[src/rtl/vec_core.sv]
module vec_core #(
  parameter int DW = 8,
  parameter int LW = 5
) (
  input  logic          clk,
  input  logic          rst_n,
  output logic [11:0]   imem_addr,
  input  logic [15:0]   imem_data,
  output logic          done,
  output logic          ret_valid,
  output logic          ret_vec,
  output logic [3:0]    ret_rd,
  output logic [3*LW-1:0] ret_val
);
  localparam int VW    = 3 * LW;
  localparam int PCW   = 12;
  localparam int NREG  = 16;
  localparam int DEPTH = 1 << DW;

  typedef enum logic [3:0] {
    OP_HALT = 4'h0, OP_ADD = 4'h1, OP_SUB = 4'h2, OP_LDI = 4'h3,
    OP_LD   = 4'h4, OP_ST  = 4'h5, OP_VADD = 4'h6, OP_VSUB = 4'h7,
    OP_S2L  = 4'h8, OP_L2S = 4'h9, OP_JMP = 4'hA, OP_JZ = 4'hB
  } op_e;

  logic [PCW-1:0] pc_q, pc_n;
  logic           done_q, halt_n;
  logic [DW-1:0]  sreg [NREG];
  logic [VW-1:0]  vreg [NREG];
  logic [DW-1:0]  dmem [DEPTH];

  op_e        op;
  logic [3:0] f_d, f_a, f_b;
  logic [7:0] imm;
  assign op  = op_e'(imem_data[15:12]);
  assign f_d = imem_data[11:8];
  assign f_a = imem_data[7:4];
  assign f_b = imem_data[3:0];
  assign imm = imem_data[7:0];

  logic [DW-1:0] sa, sb, sd;
  logic [VW-1:0] va, vb, vd;
  assign sa = sreg[f_a];
  assign sb = sreg[f_b];
  assign sd = sreg[f_d];
  assign va = vreg[f_a];
  assign vb = vreg[f_b];
  assign vd = vreg[f_d];

  logic [VW-1:0] vsum, vdif, vins;
  logic [LW-1:0] lane_rd;

  for (genvar l = 0; l < 3; l++) begin : g_lane
    assign vsum[l*LW +: LW] = va[l*LW +: LW] + vb[l*LW +: LW];
    assign vdif[l*LW +: LW] = va[l*LW +: LW] - vb[l*LW +: LW];
    assign vins[l*LW +: LW] = (f_b[1:0] == 2'(l)) ? sa[LW-1:0] : vd[l*LW +: LW];
  end

  always_comb begin
    case (f_b[1:0])
      2'd0:    lane_rd = va[LW-1:0];
      2'd1:    lane_rd = va[2*LW-1:LW];
      2'd2:    lane_rd = va[3*LW-1:2*LW];
      default: lane_rd = '0;
    endcase
  end

  logic          s_we, v_we, m_we;
  logic [DW-1:0] s_val;
  logic [VW-1:0] v_val;

  always_comb begin
    s_we   = 1'b0;
    v_we   = 1'b0;
    m_we   = 1'b0;
    s_val  = '0;
    v_val  = '0;
    halt_n = 1'b0;
    pc_n   = pc_q + 1'b1;
    if (done_q) begin
      pc_n = pc_q;
    end else begin
      case (op)
        OP_ADD:  begin s_we = 1'b1; s_val = sa + sb; end
        OP_SUB:  begin s_we = 1'b1; s_val = sa - sb; end
        OP_LDI:  begin s_we = 1'b1; s_val = DW'(imm); end
        OP_LD:   begin s_we = 1'b1; s_val = dmem[sa]; end
        OP_ST:   m_we = 1'b1;
        OP_VADD: begin v_we = 1'b1; v_val = vsum; end
        OP_VSUB: begin v_we = 1'b1; v_val = vdif; end
        OP_S2L:  begin v_we = (f_b[1:0] != 2'd3); v_val = vins; end
        OP_L2S:  begin s_we = 1'b1; s_val = {{(DW-LW){1'b0}}, lane_rd}; end
        OP_JMP:  pc_n = imem_data[PCW-1:0];
        OP_JZ:   if (sd == '0) pc_n = {pc_q[PCW-1:8], imm};
        OP_HALT: begin pc_n = pc_q; halt_n = 1'b1; end
        default: ;
      endcase
    end
  end

  always_ff @(posedge clk or negedge rst_n) begin
    if (!rst_n) begin
      pc_q      <= '0;
      done_q    <= 1'b0;
      ret_valid <= 1'b0;
      ret_vec   <= 1'b0;
      ret_rd    <= '0;
      ret_val   <= '0;
      for (int i = 0; i < NREG; i++) begin
        sreg[i] <= '0;
        vreg[i] <= '0;
      end
    end else begin
      pc_q      <= pc_n;
      done_q    <= done_q | halt_n;
      ret_valid <= s_we | v_we;
      ret_vec   <= v_we;
      ret_rd    <= f_d;
      ret_val   <= v_we ? v_val : VW'(s_val);
      if (s_we) sreg[f_d] <= s_val;
      if (v_we) vreg[f_d] <= v_val;
    end
  end

  always_ff @(posedge clk) begin
    if (m_we) dmem[sa] <= sd;
  end

  assign imem_addr = pc_q;
  assign done      = done_q;


  halt_pc_chk: assert property (@(posedge clk) disable iff (!rst_n)
    done |=> (pc_q == $past(pc_q)));

  done_sticky_chk: assert property (@(posedge clk) disable iff (!rst_n)
    done |=> done);

  jump_target_chk: assert property (@(posedge clk) disable iff (!rst_n)
    (!done && op == OP_JMP) |=> (pc_q == $past(imem_data[PCW-1:0])));

  seq_pc_chk: assert property (@(posedge clk) disable iff (!rst_n)
    (!done && op inside {OP_ADD, OP_SUB, OP_LDI, OP_LD, OP_ST, OP_VADD, OP_VSUB, OP_S2L, OP_L2S})
    |=> (pc_q == PCW'($past(pc_q) + 1'b1)));

  store_no_commit_chk: assert property (@(posedge clk) disable iff (!rst_n)
    (!done && op == OP_ST) |=> !ret_valid);

  lane3_no_write_chk: assert property (@(posedge clk) disable iff (!rst_n)
    (!done && op == OP_S2L && imem_data[1:0] == 2'd3) |=> !ret_valid);
endmodule

[config.mk]
export PLATFORM = sky130hd
export DESIGN_NAME = vec_core
export DESIGN_NICKNAME = d
export VERILOG_FILES = /design/src/rtl/vec_core.sv
export SDC_FILE = /design/constraint.sdc
export NUM_CORES = 2
export LEC_CHECK = 0
export CORE_UTILIZATION = 25
export DETAILED_ROUTE_END_ITERATION = 16
export DONT_BUFFER_PORTS = 1
export GPL_TIMING_DRIVEN = 0
export PLACE_DENSITY = 0.34
export SLEW_MARGIN = 20
export SYNTH_ARGS = -nofsm -noshare
export SYNTH_HDL_FRONTEND = slang
export SYNTH_SLANG_ARGS = --single-unit
[constraint.sdc]
create_clock -name clk -period 5.4 [get_ports clk]
set_input_delay 0.54 -clock clk [delete_from_list [all_inputs] [get_ports clk]]
set_output_delay 0.54 -clock clk [all_outputs]
set_load 0.02 [all_outputs]
After elaboration in Yosys (flattened, before gate mapping)
Memories as Yosys holds them, arrays and structs flattened.
Cells that the tools add are included.
{"block": "word_totals", "mem_count": 1, "input_bits": 18, "regBits": 402, "output_inout_bits": 34, "elab_cells": 128, "ramBits": 2048}
{"name": "dmem", "words": 256, "word_bits": 8, "rd": 1, "rd_clocked_by_memory_dff": 0, "write_ports": 1, "line_no": "30", "text": "logic [DW-1:0] dmem [DEPTH];"}
{"block": "classes", "muxes": 45, "reduce_logical": 8, "magnitude_cmp": 4, "eq_ne": 15, "n_bitwise": 7, "addsub": 9}
{"op": "240-bit bitwise mux", "n": 1}
{"op": "15-bit binary-select mux with 4-bit select", "n": 3}
{"op": "15-bit two-way mux", "n": 9}
{"op": "128-bit bitwise mux", "n": 1}
{"op": "8-bit binary-select mux with 4-bit select", "n": 3}
{"op": "8-bit two-way mux", "n": 8}
{"op": "15-bit demux with 4-bit select", "n": 1}
{"op": "15-bit case mux with 3 select lines", "n": 1}
{"op": "8-bit case mux with 5 select lines", "n": 1}
{"op": "12-bit case mux with 3 select lines", "n": 1}
{"op": "8-bit demux with 4-bit select", "n": 1}
{"op": "4-bit by 3-bit == test with 1-bit output, second input constant", "n": 4}
{"op": "4-bit == test, second input constant", "n": 4}
{"op": "5-bit adder", "n": 3}
{"op": "5-bit greater-or-equal comparator, second input constant", "n": 3}
{"op": "5-bit two-way mux", "n": 3}
{"op": "4-bit inverter with 5-bit output", "n": 3}
{"op": "5-bit case mux with 3 select lines", "n": 1}
{"op": "5-bit subtractor", "n": 3}
{"op": "12-bit by 1-bit adder with 12-bit output, second input constant", "n": 1}
{"op": "12-bit two-way mux", "n": 1}
{"op": "1-bit two-way mux", "n": 9}
{"op": "8-bit adder", "n": 1}
{"op": "4-bit by 2-bit == test with 1-bit output, second input constant", "n": 2}
{"op": "other kinds (17)", "n": 20}

Longest topological paths before layout
{"block": "depth", "ltp_word": 8, "mapped_depth": 23, "mapped_depth_nobuf": 18}

Worst setup path after synthesis
OpenSTA, ideal clock, no wires.
{"block": "synth_path", "kind": "input port to flip-flop", "startpoint": "input imem_data[0]", "endpoint": "register vreg[219] (netlist name)", "setup_slack_ps": -407, "t_arrival_ps": 5682, "n_path_buf": 7, "setup_time_ps": 125, "cell_stages": 22, "required_ps": 5275, "cell_sequence": "buf_2 buf_6 buf_4 buf_2 clkbuf_1 buf_1 mux4_2 mux4_2 inv_1 ha_1 nor2_1 xnor2_1 ha_1 a21o_1 a21oi_1 xor2_1 xnor2_1 xnor2_1 a22oi_1 nor2_1 clkbuf_1 mux2_2"}
{"block": "synth_via", "elab_chain_len": 8, "elab_cells_between_ends": 14, "classes_between": "add/sub: 2; eq/ne: 2; mux: 9; bitwise: 1"}
{"element": "from (decl)", "line_no": "8", "text": "input logic [15:0] imem_data,"}
{"element": "4-bit inverter with 5-bit output (implied by the code)", "line_no": "47", "text": "assign vb = vreg[f_b];"}
{"element": "15-bit binary-select mux with 4-bit select", "line_no": "47"}
{"element": "15-bit two-way mux (implied by the code) (2 in a row)", "line_no": "47"}
{"element": "5-bit subtractor / 5-bit adder (equally long branches)", "line_no": "55, 54"}
{"element": "15-bit case mux with 3 select lines", "line_no": "83", "text": "case (op)"}
{"element": "15-bit two-way mux", "line_no": "80", "text": "if (done_q) begin"}
{"element": "240-bit bitwise mux", "line_no": "121", "text": "if (v_we) vreg[f_d] <= v_val;"}
{"element": "to (signal, indexed assignment)", "line_no": "121"}
{"element": "to (decl)", "line_no": "29", "text": "logic [VW-1:0] vreg [NREG];"}
Several ways; a longest one is shown, not always the timed one. The select of a mux whose other input is x is not followed.
A chain may end at the register's enable or synchronous reset.

Final worst setup path
{"block": "layout_path", "startpoint": "register sreg[48] (netlist name)", "endpoint": "register ret_val[7]"}
{"block": "layout_via", "elab_chain_len": 7, "elab_cells_between_ends": 12, "classes_between": "add/sub: 2; mux: 9; memory: 1"}
{"element": "from (decl)", "line_no": "28", "text": "logic [DW-1:0] sreg [NREG];"}
{"element": "from (signal, indexed assignment)", "line_no": "120", "text": "if (s_we) sreg[f_d] <= s_val;"}
{"element": "8-bit binary-select mux with 4-bit select, on equally long branches", "line_no": "43, 44"}
{"element": "8-bit two-way mux, on equally long branches (2 in a row)", "line_no": "43, 44"}
{"element": "memory 256 x 8 bit, or another cell as far along"}
{"element": "8-bit case mux with 5 select lines (*)", "line_no": "83"}
{"element": "8-bit two-way mux (*)", "line_no": "80"}
{"element": "15-bit two-way mux (*)", "line_no": "119", "text": "ret_val <= v_we ? v_val : VW'(s_val);"}
{"element": "to (signal assigned)", "line_no": "119"}
{"element": "to (decl)", "line_no": "13", "text": "output logic [3*LW-1:0] ret_val"}
Mark *: on every way between the ends. The rest lies on a longest branch, timed or not. The select of a mux whose other input is x is not followed.

==> metrics.txt <==
I/O Buffers=0; area of the mapped netlist=109,000 sq um; core area=435,000 sq um; Syn Inst Count=7,592; cell row count=242; Slew Viols, Final=68; Nets=8,230; ys flop type=edfxtp_1; cell area power density=467 nW/um^2; Post-synth ARST share=0.164; worst hold slack=-0.714 ns; FF+latch count, synth=2,450; remaining global-route overflow=0; WL per Instance=52.9 microns; crit-path cells=mux2_2 -> a221o_1 -> buf_2 -> clkbuf_1 -> clkbuf_2 -> o221ai_1 -> o211ai_1 -> a41oi_1 -> nor4_4 -> nand4_1 -> a21oi_4 -> buf_12 -> nand4_1 -> o211ai_1; vias in the first global route=77,100; crit end category=register; routing usage on met3=0.125; Cell variety after synth=87; critical path's slowest cell=clkbuf_1; Yosys warnings=0; post-route minimum period=5.73 ns; CTS tree=yes; gr busiest metal=met2; clk sinks=2,450; max frequency=0.175 GHz; Initial DRC Count=15,600; Setup CP Type=reg2reg; Synth top cells by count=edfxtp_1 (2,048), nand2_1 (744), nor2_1 (501); num ports=52; syn_area_per_cell=14.4 sq um; Static Leakage=46.8 nW; Worst R2R Setup Slack=-0.33 ns; Tcrit/Tclk final=1.06; dpl ws=-2.98 ns; most frequent cell after synthesis=edfxtp_1; max incr delay on CP=0.99 ns; Max-slew headroom=-0.0422; Initial Util=0.251; total wire length=754 mm; M2 GR Usage=0.465; Total GRT Usage=0.333; antenna-violating nets left=0; critical-path maximum fanout=10; largest net degree at the start of global routing=403; Area Overhead vs Synth=24.0%; syn_nets=7,638; final hold vios=402; status=finished, violations left; DRC=0; routability cong.=1.05; share of cells above drive strength 1=0.266; Final HPWL DP=530 mm; maximum level of the CTS H-tree=5; crit path DAT=6.50 ns; critical path startpoint category=register; crit-path leading delay family=buffers and inverters; total CTS buffers=309; Worst-Skew Late Latency=1.02 ns; Setup Viol. Count Final=457; sequential share of the synthesized area=0.656; initial antenna violation count=155; worst-margin pin slew=1.56 ns; Longest Clk Path Bufs=4; CP required=6.17 ns; CP bufs+invs=4; maximum vdd ir drop=0.000251 V; detailed-route via count=86,300; Setup WS post-layout=-0.330 ns; cts hold-fix bufs=4; Post-synth EDFFs=2,048; Die H=663 microns; cell taking the most area after synthesis=edfxtp_1; RSZ-0062 raised after global routing=true; Die W=663 microns; Die Area=439,000 sq um; first-pass GRT wire length=931 mm; drt pass-1 iters=8; skew final=0.0797 ns; CTS root buffer=clkbuf_16; Synth area leaders=edfxtp_1 (56%), dfrtp_1 (9.2%), mux4_2 (6.9%), mux2i_1 (4.0%), mux2_2 (2.7%); Synth top area share=0.564; global routing met1 resource utilization=0.436; Max-cap violations=0; HP Class=in2async; clock transition at the registers of the reported paths=0.06 ns; failing checks=negative hold slack, max-slew violations, negative setup slack; Via density=6.06
[through the flow]
stage / total power (W) / utilization / TNS [ns] / cells / area, sq um
5_1_grt: 0.0630 / 0.311 / -0.0304 / 14200 / 135000
3_5_place_dp: 0.0403 / 0.282 / -3881.31 / 13600 / 122000
6_report: 0.0631 / 0.311 / -54.64 / 14200 / 135000
4_1_cts: 0.0618 / 0.310 / -0.901 / 14100 / 135000
2_1_floorplan: 0.0285 / - / 0 / 7592 / 109000
3_3_place_gp: 0.0392 / 0.268 / - / 13300 / 116000
[timing repair]
action                     4_1_cts  5_1_grt
resized for setup              562      100
hold endpoints to repair       406      402
pin swaps                       27       18
setup endpoints to repair     2427      202
buffers inserted                33        9
[registers in the layout (all words and copies together), names as in the netlist]
register   count
ret_val       15
ret_valid      1
done           1
imem_addr     12
dmem        2048
ret_rd         4
vreg         240
ret_vec        1
sreg         128
[final cells by class]
type                    instances  area [sq um]
diodes                        102           255
plain buffers                 615          4360
clock buffers                 394          8350
clock inverters               144          1390
fillers                     42800        299000
inverters                     344          1290
multi-input cells            4172         35600
flip-flops and latches       2450         71600
well taps                    5734          7170
repair buffers                292          5290
[kinds of logic (layout without fill, tap and decap cells)]
family / after synthesis / after routing / share of synthesized area
compound gates: 1397 / 1397 / 0.0986
xor+xnor: 33 / 33 / 0.00277
simple gates: 1678 / 1678 / 0.0654
mux: 1036 / 1036 / 0.136
buf+inv: 970 / 1789 / 0.0378
flops: 2450 / 2450 / 0.656
fa+ha+maj: 28 / 28 / 0.00349
other cells: 0 / 102 / 0
[routing by layer]
metal,up-vias,wire [microns]
li1,31000,-
met1,46400,301000
met2,7160,308000
met3,1748,92100
met4,40,52400
met5,-,610
[path summary, 6_finish.rpt]
kind | cells after the start | to | from
worst max-delay path | 14 | ret_val[7] | sreg[48]
worst min-delay path | 0 | vreg[76] | rst_n
worst max register to register | 14 | ret_val[7] | sreg[48]
worst min register to register | 1 | vreg[62] | vreg[62]
max in group asynchronous | 0 | vreg[10] | rst_n
min in group clk | 1 | ret_rd[3] | imem_data[11]
[where the power goes]
group / internal (W) / switching (W) / total, W / leakage (nW)
sequential: 0.0220 / 0.000416 / 0.0224 / 24.2
combinational: 0.00453 / 0.0152 / 0.0197 / 17.9
clock: 0.0120 / 0.00900 / 0.0210 / 4.74
total: 0.0385 / 0.0246 / 0.0631 / 46.8
[cell usage in the layout (no fill, tap or decap), drive strengths merged, types with 21 or more instances in the layout]
cell    instances
inv           358
nor2          502
clkbuf        729
o221ai        305
mux2i         438
buf           565
a31oi          59
a22oi          44
nand3         243
bufinv         24
dfrtp         402
nand4          47
mux4          333
diode         102
edfxtp       2048
ha             24
nor4           21
a32oi          62
mux2          265
a221oi         23
a41oi          56
nand2         744
and3           27
o211ai        307
a21oi         200
a32o           33
a22o           76
clkinv         96
o21ai          99
Note: power is estimated with default switching activity, not from simulation.
